**config.mk**
```make
export PLATFORM = sky130hd
export DESIGN_NAME = uart_rx_queue
export DESIGN_NICKNAME = d
export VERILOG_FILES = /design/src/rtl/rxq_pkg.sv /design/src/rtl/rxq_store.sv /design/src/rtl/rxq_timer.sv /design/src/rtl/uart_rx_queue.sv
export SDC_FILE = /design/constraint.sdc
export NUM_CORES = 1
export LEC_CHECK = 0
export ABC_AREA = 1
export BUFFER_PORTS_ARGS = -buffer_cell sky130_fd_sc_hd__buf_2
export CAP_MARGIN = 20
export CORE_MARGIN = 1.5
export CORE_UTILIZATION = 55
export CTS_CLUSTER_DIAMETER = 30
export DETAILED_ROUTE_END_ITERATION = 8
export PLACE_DENSITY_LB_ADDON = 0.15
export RECOVER_POWER = 25
export REMOVE_ABC_BUFFERS = 1
export SETUP_SLACK_MARGIN = 0.5
export SLEW_MARGIN = 20
export SYNTH_ARGS = -nofsm -noshare
export SYNTH_HDL_FRONTEND = slang
export SYNTH_HIERARCHICAL = 1
export SYNTH_SLANG_ARGS = --single-unit
```
**constraint.sdc**
```tcl
create_clock -name clk -period 2.4 [get_ports clk]
set_input_delay 0.48 -clock clk [delete_from_list [all_inputs] [get_ports clk]]
set_output_delay 0.48 -clock clk [all_outputs]
set_load 0.05 [all_outputs]
```
**src/rtl/rxq_pkg.sv**
```systemverilog
`timescale 1ns/1ps
package rxq_pkg;

   localparam int RXQ_DEPTH     = 16;
   localparam int TRIG_MAX      = 14;
   localparam int CTL_EN_BIT    = 0;
   localparam int CTL_FLUSH_BIT = 1;
   localparam int CTL_TRIG_LSB  = 6;

   typedef logic [7:0] rxq_byte_t;

   typedef enum logic [1:0] {
      TRIG_ONE      = 2'b00,
      TRIG_FOUR     = 2'b01,
      TRIG_EIGHT    = 2'b10,
      TRIG_FOURTEEN = 2'b11
   } rxq_trig_e;

   function automatic int trig_depth(input rxq_trig_e sel);
      case (sel)
         TRIG_ONE:   return 1;
         TRIG_FOUR:  return 4;
         TRIG_EIGHT: return 8;
         default:    return TRIG_MAX;
      endcase
   endfunction

endpackage

```
**src/rtl/rxq_store.sv**
```systemverilog
`timescale 1ns/1ps
module rxq_store #(
   parameter int DEPTH = 16,
   parameter int W     = 8,
   localparam int AW   = (DEPTH > 1) ? $clog2(DEPTH) : 1,
   localparam int CW   = $clog2(DEPTH + 1)
) (
   input  logic          clk,
   input  logic          rst_n,
   input  logic          clr,
   input  logic          push,
   input  logic          pop,
   input  logic [W-1:0]  din,
   output logic [W-1:0]  head,
   output logic [CW-1:0] count,
   output logic          full,
   output logic          empty
);

   logic [W-1:0]  mem [DEPTH];
   logic [AW-1:0] wr_ptr, rd_ptr, wr_inc, rd_inc;

   generate
      if (DEPTH < 2) begin : g_bad_depth
         $error("rxq_store: DEPTH must be at least 2");
      end
      if ((1 << AW) == DEPTH) begin : g_pow2
         assign wr_inc = wr_ptr + AW'(1);
         assign rd_inc = rd_ptr + AW'(1);
      end else begin : g_wrap
         assign wr_inc = (wr_ptr == AW'(DEPTH - 1)) ? '0 : wr_ptr + AW'(1);
         assign rd_inc = (rd_ptr == AW'(DEPTH - 1)) ? '0 : rd_ptr + AW'(1);
      end
   endgenerate

   always_ff @(posedge clk) begin
      if (push) mem[wr_ptr] <= din;
   end

   always_ff @(posedge clk or negedge rst_n) begin
      if (!rst_n) begin
         wr_ptr <= '0;
         rd_ptr <= '0;
         count  <= '0;
      end else if (clr) begin
         wr_ptr <= '0;
         rd_ptr <= '0;
         count  <= '0;
      end else begin
         if (push) wr_ptr <= wr_inc;
         if (pop)  rd_ptr <= rd_inc;
         count <= count + CW'(push) - CW'(pop);
      end
   end

   assign head  = mem[rd_ptr];
   assign full  = (count == CW'(DEPTH));
   assign empty = (count == '0);


   no_overflow_chk: assert property (@(posedge clk) disable iff (!rst_n)
      full && push && !pop |=> full);


   no_underflow_chk: assert property (@(posedge clk) disable iff (!rst_n)
      !(pop && empty));

endmodule

```
**src/rtl/rxq_timer.sv**
```systemverilog
`timescale 1ns/1ps
module rxq_timer #(
   parameter int CT_W = 16,
   localparam int TW  = CT_W + 2
) (
   input  logic            clk,
   input  logic            rst_n,
   input  logic            reload,
   input  logic            stop,
   input  logic            clr,
   input  logic            nonempty,
   input  logic [CT_W-1:0] char_cycles,
   output logic            pend
);

   logic [TW-1:0] cnt;
   logic          armed;
   logic          expire;

   generate
      if (CT_W < 1) begin : g_bad_width
         $error("rxq_timer: CT_W must be at least 1");
      end
   endgenerate

   assign expire = armed && !stop && !reload && (cnt <= TW'(1));

   always_ff @(posedge clk or negedge rst_n) begin
      if (!rst_n) begin
         cnt   <= '0;
         armed <= 1'b0;
         pend  <= 1'b0;
      end else begin
         if (stop) begin
            armed <= 1'b0;
         end else if (reload) begin
            armed <= 1'b1;
            cnt   <= {char_cycles, 2'b00};
         end else if (armed) begin
            if (cnt <= TW'(1)) armed <= 1'b0;
            else               cnt   <= cnt - TW'(1);
         end
         if (clr)                        pend <= 1'b0;
         else if (expire && nonempty)    pend <= 1'b1;
      end
   end


   pend_has_data_chk: assert property (@(posedge clk) disable iff (!rst_n)
      pend |-> nonempty);


   stop_quiet_chk: assert property (@(posedge clk) disable iff (!rst_n)
      stop && clr |=> !pend);

endmodule

```
**src/rtl/uart_rx_queue.sv**
```systemverilog
`timescale 1ns/1ps
module uart_rx_queue import rxq_pkg::*; #(
   parameter int DEPTH = RXQ_DEPTH,
   parameter int CT_W  = 16,
   localparam int LW   = $clog2(DEPTH + 1)
) (
   input  logic            clk,
   input  logic            rst_n,
   input  logic            rx_valid,
   input  logic [7:0]      rx_data,
   input  logic            brk_valid,
   input  logic            rd_stb,
   input  logic            ctl_wr,
   input  logic [7:0]      ctl_data,
   input  logic            lsr_rd,
   input  logic [CT_W-1:0] char_cycles,
   output logic [7:0]      rd_data,
   output logic [LW-1:0]   level,
   output logic            trig_hit,
   output logic            tmo_pend,
   output logic            dr,
   output logic            oe,
   output logic            bi
);

   generate
      if (DEPTH < TRIG_MAX) begin : g_bad_depth
         $error("uart_rx_queue: DEPTH must hold the largest threshold");
      end
   endgenerate

   logic          fifo_on;
   rxq_trig_e     trig_sel;
   rxq_byte_t     hold_q, in_byte, head;
   logic [LW-1:0] cnt, thr;
   logic          flush, any_in, fifo_in, hold_ld;
   logic          push, pop, full, empty, last_pop, ovr;
   logic          t_reload, t_stop, t_clr;
   logic          unused_ctl;

   assign unused_ctl = ^ctl_data[5:2];

   assign flush    = ctl_wr && (ctl_data[CTL_FLUSH_BIT] ||
                                (ctl_data[CTL_EN_BIT] != fifo_on));
   assign any_in   = (rx_valid || brk_valid) && !flush;
   assign in_byte  = brk_valid ? '0 : rx_data;
   assign fifo_in  = any_in && fifo_on;
   assign hold_ld  = any_in && !fifo_on;
   assign pop      = rd_stb && fifo_on && !empty && !flush;
   assign push     = fifo_in && (!full || pop);
   assign last_pop = pop && !push && (cnt == LW'(1));
   assign ovr      = (fifo_in && full && !pop) || (hold_ld && dr && !rd_stb);

   rxq_store #(.DEPTH(DEPTH), .W(8)) u_store (
      .clk   (clk),
      .rst_n (rst_n),
      .clr   (flush),
      .push  (push),
      .pop   (pop),
      .din   (in_byte),
      .head  (head),
      .count (cnt),
      .full  (full),
      .empty (empty)
   );

   assign t_reload = (fifo_on && !flush && rx_valid && !brk_valid) ||
                     (pop && ((cnt > LW'(1)) || push));
   assign t_stop   = flush || last_pop;
   assign t_clr    = rd_stb || flush;

   rxq_timer #(.CT_W(CT_W)) u_timer (
      .clk         (clk),
      .rst_n       (rst_n),
      .reload      (t_reload),
      .stop        (t_stop),
      .clr         (t_clr),
      .nonempty    (!empty),
      .char_cycles (char_cycles),
      .pend        (tmo_pend)
   );

   always_ff @(posedge clk or negedge rst_n) begin
      if (!rst_n) begin
         fifo_on  <= 1'b0;
         trig_sel <= TRIG_ONE;
         hold_q   <= '0;
         dr       <= 1'b0;
         oe       <= 1'b0;
         bi       <= 1'b0;
      end else begin
         if (ctl_wr) begin
            fifo_on  <= ctl_data[CTL_EN_BIT];
            trig_sel <= rxq_trig_e'(ctl_data[CTL_TRIG_LSB +: 2]);
         end
         if (hold_ld) hold_q <= in_byte;

         if (flush)                                   dr <= 1'b0;
         else if (push || hold_ld)                    dr <= 1'b1;
         else if (last_pop || (rd_stb && !fifo_on))   dr <= 1'b0;

         if (flush)                                   bi <= 1'b0;
         else if (brk_valid && any_in)                bi <= 1'b1;
         else if (lsr_rd || last_pop || (rd_stb && !fifo_on))
                                                      bi <= 1'b0;

         if (ovr)         oe <= 1'b1;
         else if (lsr_rd) oe <= 1'b0;
      end
   end

   assign thr      = LW'(trig_depth(trig_sel));
   assign trig_hit = fifo_on ? (cnt >= thr) : dr;
   assign rd_data  = fifo_on ? (empty ? '0 : head) : hold_q;
   assign level    = cnt;


   dr_level_chk: assert property (@(posedge clk) disable iff (!rst_n)
      fifo_on |-> (dr == (level != '0)));


   hold_mode_level_chk: assert property (@(posedge clk) disable iff (!rst_n)
      !fifo_on |-> (level == '0) && !tmo_pend);


   lsr_clear_chk: assert property (@(posedge clk) disable iff (!rst_n)
      lsr_rd && !rx_valid && !brk_valid |=> !oe && !bi);


   flush_chk: assert property (@(posedge clk) disable iff (!rst_n)
      ctl_wr && ctl_data[CTL_FLUSH_BIT] |=> (level == '0) && !dr && !bi && !tmo_pend);


   read_clears_chk: assert property (@(posedge clk) disable iff (!rst_n)
      rd_stb |=> !tmo_pend);

endmodule

```
==> metrics.md, run 1 <==
| Metric | Value |
|---|---|
| Post-DRT Antenna Nets | `0` |
| CP cell instances | `clkinv_4 > buf_12 > clkbuf_16 > nand2_2 > nand3_2 > nand3_2 > nand3_2 > nand2_2 > nand3_2 > o21ai_2 > buf_6` |
| Clk buf depth | `2` |
| Final hold violation count | `0` |
| Relative slew slack | `-0.225` |
| CORE AREA | `15800 um^2` |
| Detailed Place HPWL | `13600 um` |
| Wirelength per Cell | `18.6 um` |
| Critical path arrival | `~2.2 ns` |
| I/O pins | `57` |
| Outcome | `finished with violations` |
| Main area contributors after synthesis | `edfxtp_1 (43%), dfrtp_1 (13%), nand2_1 (12%), nand3_1 (7.8%), inv_1 (7.1%)` |
| Primary FF master, synth | `edfxtp_1` |
| Least-Margin Pin Slew | `~1.8 ns` |
| Tot Pwr | `11.4 mW` |
| Hold-fix buffer count after cts | `0` |
| Critical path buffer and inverter count | `4` |
| Async set-reset flop share out of synthesis | `0.269` |
| P_sw | `roughly 4.4 mW` |
| Switch share | `0.385` |
| Max Slew Vio Count | `29` |
| Flops & latches, synth | `175` |
| Critical path capture point type | `output port` |
| Footprint of the multi-input gates | `4020 um^2` |
| Total internal power | `6.98 mW` |
| Unique cell type count in the Yosys netlist | `43` |
| Synth area leader | `edfxtp_1` |
| Type of the tightest min-delay check | `input pin to register` |
| Setup TNS | `-1.61 ns` |
| Worst-path fanout max | `8` |
| Vias in the first global route | `a little over 7000` |
| RSZ-0062 raised after global routing | `true` |
| Area grow syn2layout | `36.9%` |
| WS Path Type | `register to output port` |
| # diodes | `0` |
| Clock Skew | `approximately 0.0085 ns` |
| Leak pwr | `5.53 nW` |
| Mapped Cells | `1014` |
| Largest net degree at the start of global routing | `34` |
| Syn. warnings | `6` |
| Cell Rows | `46` |
| Cell mode on critical path | `nand3_2` |
| Die Ht | `130 um` |
| H-tree depth | `4` |
| Setup WS pre-CTS | `-0.109 ns` |
| Synth top area share | `0.432` |
| Register area | `5020 um^2` |
| Via density | `5.49` |
| Final routed DRC violation total | `0` |
| CTS Sinks | `175` |
| Seq/Total Area, Yosys | `0.565` |
| Buffers on Ports | `52` |
| EDFF count, synth | `between 100 and 150` |
| Final period utilization | `1.11` |
| Family with the most delay on the worst path | `buffers and inverters` |
| Total wire length | `25900 um` |
| Startpoint types | `register` |
| Pwr Density | `933 nW/um^2` |
| Post-route insts no fill | `1393` |
| GR Util All Layers | `0.298` |
| First-pass GRT wire length | `37200 um` |
| Top-count cell post-synth | `nand2_1` |
| CTS tree | `done` |
| Vias | `7642` |
| Initial antenna violation count | `0` |
| Gr ovfl total | `0` |
| FMAX | `0.374 GHz` |
| # setup viols final | `9` |
| Max_cap viols | `1` |
| Worst skew pair latency | `about 0.44 ns` |
| Final net count | `1221` |
| Gp weighted congestion | `0.903` |
| Initial DRC count | `645` |
| Slowest cell delay on critical path | `around 0.45 ns` |
| Worst ir drop on vdd | `0.000781 V` |
| Drt first pass iters | `7` |
| Mean Syn Cell Area | `8.77 um^2` |
| Die width | `130 um` |
| Die area | `~17000 um^2` |
| Worst EP required | `1.92 ns` |
| Mapped Area | `8890 um^2` |
| Initial Util | `0.562` |
| Setup ws final | `-0.271 ns` |
| Combinational cell fraction of total power | `0.413` |
| Failing checks | `max-capacitance violations, max-slew violations, negative setup slack` |
| Clock transition at the registers of the reported paths | `0.07 ns` |
| Post-synth top cells | `nand2_1 (290), inv_1 (167), nand3_1 (138)` |
| CTS buffer count | `17` |
| Share of post-route cells with drive strength above 1 | `0.345` |
| Clock power frac | `0.254` |
| CP max stage cell | `dfrtp_2` |
| Placed Cells | `roughly 1300` |
| Fill count | `between 900 and 1000` |
| Period minus WS final | `2.67 ns` |
| Seq pwr share | `0.334` |
| Clock Tree Root | `clkbuf_16` |
[layout by cell type, fill, tap and decap left out, types with 9 or more instances in the layout]
| cell type | instances |
|---|---|
| inv_1 | 157 |
| nand3_1 | 79 |
| nor2_4 | 23 |
| buf_12 | 13 |
| buf_2 | 43 |
| nand2_1 | 244 |
| nor2_2 | 9 |
| o21ai_0 | 16 |
| clkbuf_1 | 9 |
| edfxtp_1 | 128 |
| inv_2 | 9 |
| nand2_2 | 31 |
| clkbuf_16 | 19 |
| buf_6 | 45 |
| nand3_2 | 61 |
| dfrtp_1 | 46 |
| nor2_1 | 54 |
| ha_1 | 12 |
| nand2_4 | 19 |
| o21ai_2 | 17 |
| buf_4 | 41 |
[state kept, by name (all words and copies together) (netlist names)]
signal / count
u_timer/pend: 1
bi: 1
hold_q: 8
u_store/mem: 128
u_store/count: 5
dr: 1
trig_sel: 2
u_store/rd_ptr: 4
u_timer/armed: 1
oe: 1
fifo_on: 1
u_store/wr_ptr: 4
u_timer/cnt: 18
[path summary, 6_finish.rpt]
check,from,to,slack [ns],cells after the start
setup / recovery,u_store/rd_ptr[0]$_DFFE_PN0P_,rd_data[7],-0.27,11
hold / removal,ctl_data[6],trig_sel[0]$_DFFE_PN0P_,0.25,3
setup reg to reg,u_store/count[2]$_DFF_PN0_,u_timer/cnt[8]$_DFFE_PN0P_,0,17
max in group asynchronous,rst_n,u_timer/armed$_DFF_PN0_,0.64,2
hold reg to reg,u_timer/pend$_DFFE_PN0P_,u_timer/pend$_DFFE_PN0P_,0.53,2
min in group asynchronous,rst_n,u_timer/cnt[15]$_DFFE_PN0P_,0.53,1
[metrics by stage]
stage                     instance area [um^2]  utilization  hold slack, ns
after floorplan                           8680            -           0.184
after global placement                    9740        0.615           0.506
after detailed placement                  9740        0.615           0.520
after CTS                                11500        0.727           0.124
after global routing                     12200        0.769           0.256
final                                    12200        0.769           0.245
[per-layer routing]
metal | share of wire | global-route usage | wire (um)
met5 | 0 | 0 | 0
met3 | 0.063 | 0.0472 | 1640
met2 | 0.51 | 0.515 | 13300
met1 | 0.38 | 0.367 | 9990
met4 | 0.039 | 0.139 | 1020
[power groups by stage]
stage	clock, mW	combinational, mW	sequential (mW)
2_1_floorplan	0	1.95	3.99
3_3_place_gp	0	3.05	3.80
3_5_place_dp	0	3.11	3.80
4_1_cts	2.88	4.04	3.75
5_1_grt	3.01	5.03	3.81
6_report	2.88	4.69	3.79
[tightest hold or removal path: cells and delay by family]
kind | cells | cell delay (ns)
buffers and inverters | 1 | 0.08
AO/OA/AOI/OAI | 1 | 0.06
AND/OR/NAND/NOR | 1 | 0.04
[cell families after synthesis]
group                      count (synthesis)  share of synthesized area
DFF                                      175                      0.565
buffers and inverters                    209                     0.0964
xor gates and xnor gates                   1                   0.000985
and+or+nand+nor                          551                      0.275
AOI/OAI and AO/OA                         60                     0.0370
adders and majority gates                 18                     0.0262
[layout make-up]
cell class / instances / share of cell area
repair buffers: 164 / 0.130
inverters: 173 / 0.0552
clock inverters: 14 / 0.0147
flip-flops and latches: 175 / 0.412
well taps: 216 / 0.0222
clock buffers: 18 / 0.0353
multi-input cells: 633 / 0.330
[repair_timing]
action,in CTS,in global routing
endpoints found under the setup margin,163,169
gates resized for setup,204,131
cloned,8,2
setup buffers,24,18
pin swaps,40,72
No activity file was read; power rests on OpenSTA's default activity.
==> run 2: changes to the inputs <==
CORE_MARGIN = 2   (was 1.5)
CORE_UTILIZATION = 61   (was 55)
clock period = 2.76 ns   (was 2.4 ns; I/O delays follow)
==> run 2 against run 1 <==
Compared with the run above: the flow finishes with violations (max-capacitance violations, max-slew violations); hold slack better by 0.082 ns; via count is 6.1% lower; power decreased by 19%; core utilization is 0.68 points higher; non-clock buffer count is 51 lower; setup slack gained 0.35 ns; first-iteration DRC count is 48% higher; critical endpoint is now rd_data[5]; highest routed layer unchanged.
==> metrics.md, run 2 (synthesis results as in run 1) <==
| Metric | Value |
|---|---|
| Worst ir drop on vdd | `0.000640 V (was 0.000781 V)` |
| Initial Util | `0.619 (was 0.562)` |
| Vias | `7177 (was 7642)` |
| Setup TNS | `0 ns (was -1.61 ns)` |
| Worst EP required | `2.21 ns (was 1.92 ns)` |
| FMAX | `0.373 GHz` |
| Die Ht | `125 um (was 130 um)` |
| Setup WS pre-CTS | `0.194 ns (was -0.109 ns)` |
| Final net count | `1169 (was 1221)` |
| Largest regs | `u_store/mem (128), u_timer/cnt (18), hold_q (8) (unchanged)` |
| Post-DRT Antenna Nets | `0 (unchanged)` |
| GR Util met3 | `0.0503 (was 0.0472)` |
| Commonest non-fill, non-tap cell in the layout | `nand2_1 (unchanged)` |
| WS Path Type | `register to output port (unchanged)` |
| Placed Cells | `1256 (was 1309)` |
| Gr ovfl total | `0 (unchanged)` |
| # diodes | `0 (unchanged)` |
| Post-route insts no fill | `1309 (was 1393)` |
| Critical path arrival | `2.13 ns (was 2.19 ns)` |
| Wirelength per Cell | `17.2 um (was 18.6 um)` |
| CP max stage cell | `dfrtp_2 (unchanged)` |
| Critical path buffer and inverter count | `4 (unchanged)` |
| Clock Tree Root | `clkbuf_16 (unchanged)` |
| Clock Skew | `0.00903 ns (was 0.00847 ns)` |
| Drt first pass iters | `8 (was 7)` |
| Leak pwr | `5.08 nW (was 5.53 nW)` |
| CORE AREA | `14400 um^2 (was 15800 um^2)` |
| Final hold violation count | `0 (unchanged)` |
| Die width | `125 um (was 130 um)` |
| CTS tree | `done (unchanged)` |
| Initial antenna violation count | `0 (unchanged)` |
| Global route hottest layer | `met2 (unchanged)` |
| Total wire length | `22500 um (was 25900 um)` |
| Via density | `5.48 (was 5.49)` |
| Family with the most delay on the worst path | `simple AND/OR/NAND/NOR gates (was buffers and inverters)` |
| Pwr Density | `827 nW/um^2 (was 933 nW/um^2)` |
| Final routed DRC violation total | `0 (unchanged)` |
| Max_cap viols | `1 (unchanged)` |
| Slowest cell delay on critical path | `0.43 ns (was 0.45 ns)` |
| Global routing met2 resource utilization | `0.471 (was 0.515)` |
| Cell Rows | `44 (was 46)` |
| Commonest cells after routing, fill and taps aside | `nand2_1 (253), inv_1 (159), edfxtp_1 (128) (was nand2_1 (244), inv_1 (157), edfxtp_1 (128))` |
| Detailed Place HPWL | `13000 um (was 13600 um)` |
| Buffers on Ports | `52 (unchanged)` |
| Startpoint types | `register (unchanged)` |
| H-tree depth | `4 (unchanged)` |
| Least-Margin Pin Slew | `1.85 ns (was 1.84 ns)` |
| Vias in the first global route | `6859 (was 7165)` |
| Fin util | `0.776 (was 0.769)` |
| Hold-fix buffer count after cts | `0 (unchanged)` |
| Flip-flop count of the largest register after layout | `128 (unchanged)` |
| Worst-path fanout max | `8 (unchanged)` |
| Relative slew slack | `-0.235 (was -0.225)` |
| Die area | `15600 um^2 (was 16900 um^2)` |
| Clock transition at the registers of the reported paths | `0.07 ns (about the same)` |
| RSZ-0062 raised after global routing | `true (unchanged)` |
| Cell mode on critical path | `nand3_2 (unchanged)` |
| Worst skew pair latency | `0.44 ns (about the same)` |
| Placed Area | `9540 um^2 (was 9740 um^2)` |
| Critical path capture point type | `output port (unchanged)` |
| Initial DRC count | `952 (was 645)` |
| Non-Filler Cell Area, Final | `11100 um^2 (was 12200 um^2)` |
| Gp weighted congestion | `0.892 (was 0.903)` |
| Clk buf depth | `2 (unchanged)` |
| Setup ws final | `0.0825 ns (was -0.271 ns)` |
| Largest net degree at the start of global routing | `44 (was 34)` |
| Outcome | `finished with violations (unchanged)` |
| Final period utilization | `0.970` |
| CP cell instances | `clkinv_4 > buf_6 > buf_12 > nand2_2 > nand3_2 > nand3_2 > nand3_2 > nand2_2 > nand3_2 > o21ai_2 > buf_6 (was clkinv_4 > buf_12 > clkbuf_16 > nand2_2 > nand3_2 > nand3_2 > nand3_2 > nand2_2 > nand3_2 > o21ai_2 > buf_6)` |
| I/O pins | `57 (unchanged)` |
| Share of post-route cells with drive strength above 1 | `0.285 (was 0.345)` |
| First-pass GRT wire length | `34600 um (was 37200 um)` |
| Largest Register | `u_store/mem (unchanged)` |
| Type of the tightest min-delay check | `input pin to register (unchanged)` |
| Period minus WS final | `2.68 ns` |
| Hold Slack | `0.327 ns (was 0.245 ns)` |
| # setup viols final | `0 (was 9)` |
| CTS Sinks | `175 (unchanged)` |
| Tot Pwr | `9.23 mW (was 11.4 mW)` |
| GR Layer Usage met1 | `0.386 (was 0.367)` |
| GR Util All Layers | `0.286 (was 0.298)` |
| Max Slew Vio Count | `27 (was 29)` |
| Failing checks | `max-capacitance violations, max-slew violations (was max-capacitance violations, max-slew violations, negative setup slack)` |
| CTS buffer count | `17 (unchanged)` |
| Area grow syn2layout | `25.4% (was 36.9%)` |
[run 2: cell count changes in the layout (fill, tap and decap cells not counted), sizes merged]
cell      previous run  this run
inv                173       172
nand2              302       301
bufinv               3         1
clkinvlp             5         3
buf                152       105
clkinv               6         7
[run 2: worst paths after layout]
kind | cells after the start | to | slack [ns] | from
min reg2reg | 2 | u_timer/pend$_DFFE_PN0P_ | 0.54 | u_timer/pend$_DFFE_PN0P_
min in group asynchronous | 1 | hold_q[4]$_DFFE_PN0P_ | 0.62 | rst_n
min | 3 | trig_sel[0]$_DFFE_PN0P_ | 0.33 | ctl_data[6]
max reg2reg | 18 | u_store/count[4]$_DFF_PN0_ | 0.40 | fifo_on$_DFFE_PN0P_
max | 11 | rd_data[5] | 0.08 | u_store/rd_ptr[0]$_DFFE_PN0P_
max in group asynchronous | 1 | u_store/rd_ptr[3]$_DFFE_PN0P_ | 0.93 | rst_n
[run 2: layer usage]
metal  vias to the layer above  wire length (um)
met3                        48              1500
met2                       330             11100
li1                       3440                 -
met5                         -                 0
met1                      3359              9350
met4                         0               525
[run 2: worst register-to-register path: cells and delay by family (launching register included)]
family	cells	cell delay (ns)
AND/OR/NAND/NOR	9	0.66
adder cells (fa/ha/maj)	3	0.62
buffers and inverters	5	0.42
flip-flops	1	0.39
AO/OA/AOI/OAI	1	0.16
[run 2: report_power, final]
group / internal (mW) / switching (mW)
sequential: 3.05 / 0.235
combinational: 1.26 / 2.17
clock: 1.48 / 1.03
total: 5.79 / 3.43
[run 2: layout make-up]
type	count	area [um^2]
inverters	173	668
fillers	925	3220
flip-flops and latches	175	5020
multi-input cells	632	3630
well taps	184	230
clock buffers	22	539
repair buffers	113	962
clock inverters	10	93.8
[run 2: timing repair]
action | CTS | global route
buffers inserted | 9 | 6
gates resized for setup | 92 | 117
pin swaps | 29 | 53
cloned | 4 | 2
endpoints found under the hold margin | 0 | 0
endpoints found under the setup margin | 129 | 129
==> run 3: changes to the inputs <==
REMOVE_ABC_BUFFERS = not set   (was 1)
SYNTH_HIERARCHICAL = not set   (was 1)
TNS_END_PERCENT = 30   (was not set)
==> run 3 against run 2 <==
Compared with the run above: the run ends with negative setup slack left; critical path depth down 2; clock skew shrank 0.00065 ns; sequential cell count stayed put; via count is 9.0% lower; register-to-register slack about the same; first-iteration DRC count down 30%; count of clock-buffer cells in the layout down 3; hold slack worse by 0.084 ns; global-route usage increased by 0.94 points; setup slack worse by 0.13 ns; critical endpoint is now rd_data[4].
==> metrics.md, run 3 <==
| Metric | Value |
|---|---|
| Die area | `14600 um^2 (was 15600 um^2)` |
| Initial Util | `0.626 (was 0.619)` |
| RSZ-0062 raised after global routing | `true (unchanged)` |
| Worst-path fanout max | `8 (unchanged)` |
| Final hold violation count | `0 (unchanged)` |
| Synth top area share | `0.462 (was 0.432)` |
| Post-Syn Nets | `894` |
| Wirelength per Cell | `18.7 um (was 17.2 um)` |
| FMAX | `0.357 GHz (was 0.373 GHz)` |
| EDFF count, synth | `128 (unchanged)` |
| Failing checks | `negative setup slack (was max-capacitance violations, max-slew violations)` |
| Primary FF master, synth | `edfxtp_1 (unchanged)` |
| Setup ws final | `-0.0437 ns (was 0.0825 ns)` |
| Largest regs | `u_store.mem (128), u_timer.cnt (18), hold_q (8) (was u_store/mem (128), u_timer/cnt (18), hold_q (8))` |
| Global route hottest layer | `met2 (unchanged)` |
| # diodes | `0 (unchanged)` |
| Initial antenna violation count | `0 (unchanged)` |
| Global routing met2 resource utilization | `0.491 (was 0.471)` |
| Mean Syn Cell Area | `9.98 um^2 (was 8.77 um^2)` |
| Worst EP required | `2.21 ns (about the same)` |
| Relative slew slack | `0.363 (was -0.235)` |
| CTS tree | `done (unchanged)` |
| Clock Tree Root | `clkbuf_16 (unchanged)` |
| Leak pwr | `4.34 nW (was 5.08 nW)` |
| Post-synth top cells | `nand2_1 (172), edfxtp_1 (128), o21ai_0 (88) (was nand2_1 (290), inv_1 (167), nand3_1 (138))` |
| Worst ir drop on vdd | `0.000623 V (was 0.000640 V)` |
| GR Layer Usage met1 | `0.372 (was 0.386)` |
| Die width | `121 um (was 125 um)` |
| GR Util All Layers | `0.295 (was 0.286)` |
| Commonest non-fill, non-tap cell in the layout | `nand2_1 (unchanged)` |
| Fin util | `0.779 (was 0.776)` |
| Top-count cell post-synth | `nand2_1 (unchanged)` |
| Total wire length | `21000 um (was 22500 um)` |
| Least-Margin Pin Slew | `0.956 ns (was 1.85 ns)` |
| CORE AREA | `13300 um^2 (was 14400 um^2)` |
| Largest Register | `u_store.mem (was u_store/mem)` |
| Critical path arrival | `2.25 ns (was 2.13 ns)` |
| Critical path capture point type | `output port (unchanged)` |
| Gp weighted congestion | `0.870 (was 0.892)` |
| Commonest cells after routing, fill and taps aside | `nand2_1 (170), edfxtp_1 (128), inv_1 (76) (was nand2_1 (253), inv_1 (159), edfxtp_1 (128))` |
| Setup TNS | `-0.104 ns (was 0 ns)` |
| Clk buf depth | `2 (unchanged)` |
| Vias | `6528 (was 7177)` |
| Tot Pwr | `9.27 mW (was 9.23 mW)` |
| Main area contributors after synthesis | `edfxtp_1 (46%), dfrtp_1 (14%), nand2_1 (7.8%), o21ai_0 (5.3%), nor2_1 (3.8%) (was edfxtp_1 (43%), dfrtp_1 (13%), nand2_1 (12%), nand3_1 (7.8%), inv_1 (7.1%))` |
| Post-DRT Antenna Nets | `0 (unchanged)` |
| Drt first pass iters | `6 (was 8)` |
| Via density | `5.81 (was 5.48)` |
| CTS buffer count | `17 (unchanged)` |
| Pwr Density | `895 nW/um^2 (was 827 nW/um^2)` |
| Worst skew pair latency | `0.43 ns (was 0.44 ns)` |
| Clock Skew | `0.00838 ns (was 0.00903 ns)` |
| Worst R2R End | `u_store.count[4]$_DFF_PN0_ (was u_store/count[4]$_DFF_PN0_)` |
| GR Util met3 | `0.0717 (was 0.0503)` |
| Family with the most delay on the worst path | `compound AO/OA/AOI/OAI gates (was simple AND/OR/NAND/NOR gates)` |
| Final net count | `994 (was 1169)` |
| Critical path buffer and inverter count | `3 (was 4)` |
| Flops & latches, synth | `175 (unchanged)` |
| Cell Rows | `42 (was 44)` |
| Startpoint types | `register (unchanged)` |
| Reg2reg setup slack | `0.41 ns (was 0.40 ns)` |
| CP max stage cell | `dfrtp_2 (unchanged)` |
| Type of the tightest min-delay check | `input pin to async pin (was input pin to register)` |
| Final period utilization | `1.02 (was 0.970)` |
| WS Path Type | `register to output port (unchanged)` |
| Syn. warnings | `0 (was 6)` |
| I/O pins | `57 (unchanged)` |
| Async set-reset flop share out of synthesis | `0.269 (unchanged)` |
| Period minus WS final | `2.80 ns (was 2.68 ns)` |
| Largest net degree at the start of global routing | `35 (was 44)` |
| Flip-flop count of the largest register after layout | `128 (unchanged)` |
| Detailed Place HPWL | `12900 um (was 13000 um)` |
| # setup viols final | `4 (was 0)` |
| Unique cell type count in the Yosys netlist | `40 (was 43)` |
| Share of post-route cells with drive strength above 1 | `0.256 (was 0.285)` |
| Max Slew Vio Count | `0 (was 27)` |
| Buffers on Ports | `52 (unchanged)` |
| Mapped Area | `8320 um^2 (was 8890 um^2)` |
| Reg2reg start | `fifo_on$_DFFE_PN0P_ (unchanged)` |
| Slowest cell delay on critical path | `0.53 ns (was 0.43 ns)` |
| Final routed DRC violation total | `0 (unchanged)` |
| Die Ht | `121 um (was 125 um)` |
| CTS Sinks | `175 (unchanged)` |
| Gr ovfl total | `0 (unchanged)` |
| Mapped Cells | `834 (was 1014)` |
| CP cell instances | `buf_6 > buf_16 > o21ai_1 > o221ai_2 > nand3_1 > o21ai_2 > nand2_1 > o21ai_2 > buf_6 (was clkinv_4 > buf_6 > buf_12 > nand2_2 > nand3_2 > nand3_2 > nand3_2 > nand2_2 > nand3_2 > o21ai_2 > buf_6)` |
| Initial DRC count | `669 (was 952)` |
| Synth area leader | `edfxtp_1 (unchanged)` |
| R2R cell count | `15 (was 18)` |
| First-pass GRT wire length | `32200 um (was 34600 um)` |
| Max_cap viols | `0 (was 1)` |
| Clock transition at the registers of the reported paths | `0.06 ns (was 0.07 ns)` |
| H-tree depth | `4 (unchanged)` |
| Seq/Total Area, Yosys | `0.603 (was 0.565)` |
| Fill count | `844 (was 925)` |
| Outcome | `finished with violations (unchanged)` |
| Vias in the first global route | `6273 (was 6859)` |
| Area grow syn2layout | `24.5% (was 25.4%)` |
## run 3: area by class of cell
cell class                      count  area [um^2]  share of cell area
Clock buffer                       19          433              0.0418
Clock inverter                     13          146              0.0141
Inverter                           91          382              0.0368
Multi-Input combinational cell    536         3150               0.304
Sequential cell                   175         5030               0.485
Tap cell                          176          220              0.0213
Timing Repair Buffer              113          998              0.0964
## run 3: per-layer routing
layer  up-vias  share of wire  wire, um
met5         -              0         0
met4         0          0.039       813
met3        63          0.068      1430
met2       292           0.51     10700
met1      3132           0.38      8090
li1       3041              -         -
## run 3: worst max-delay path by stage
stage                                   from                         end  slack (ns)  cells past startpoint
2_1_floorplan     u_store.count[3]$_DFF_PN0_  u_store.count[4]$_DFF_PN0_        0.33                     16
3_3_place_gp                     ctl_data[0]  u_store.count[4]$_DFF_PN0_        0.24                     16
3_5_place_dp                     ctl_data[0]  u_store.count[4]$_DFF_PN0_        0.17                     16
4_1_cts        u_store.rd_ptr[0]$_DFFE_PN0P_                  rd_data[7]        0.01                      9
5_1_grt        u_store.rd_ptr[0]$_DFFE_PN0P_                  rd_data[2]       -0.08                      9
6_report       u_store.rd_ptr[0]$_DFFE_PN0P_                  rd_data[4]       -0.04                      9
## run 3: per-stage QoR
stage | worst slack [ns] | hold WS (ns) | instance area [um^2] | std cells
2_1_floorplan | 0.326 | 0.256 | 8410 | 834
3_3_place_gp | 0.237 | 0.454 | 9030 | 1070
3_5_place_dp | 0.167 | 0.463 | 9040 | 1070
4_1_cts | 0.0140 | 0.0346 | 10100 | 1113
5_1_grt | -0.0770 | 0.310 | 10400 | 1123
6_report | -0.0437 | 0.243 | 10400 | 1123
## run 3: power by group
part / switching (mW) / total (mW) / internal [mW]
clock: 0.967 / 2.37 / 1.41
sequential: 0.240 / 3.30 / 3.06
combinational: 2.19 / 3.60 / 1.41
## run 3: cells by family (layout without fill, tap and decap cells)
logic type                 after synthesis  count (layout)  synth area share
DFF                                    175             175             0.603
xor gates and xnor gates                12              12            0.0126
buffers and inverters                  123             236            0.0625
adders and majority gates               21              21            0.0325
and+or+nand+nor                        360             360             0.193
AOI/OAI and AO/OA                      143             143            0.0959
## run 3: what timing repair did
item / in CTS / in global routing
endpoints found under the setup margin: 13 / 151
setup buffers: 4 / 9
cloned: 7 / 1
hold buffers: 0 / 0
pin swaps: 18 / 25
gates resized for setup: 88 / 57
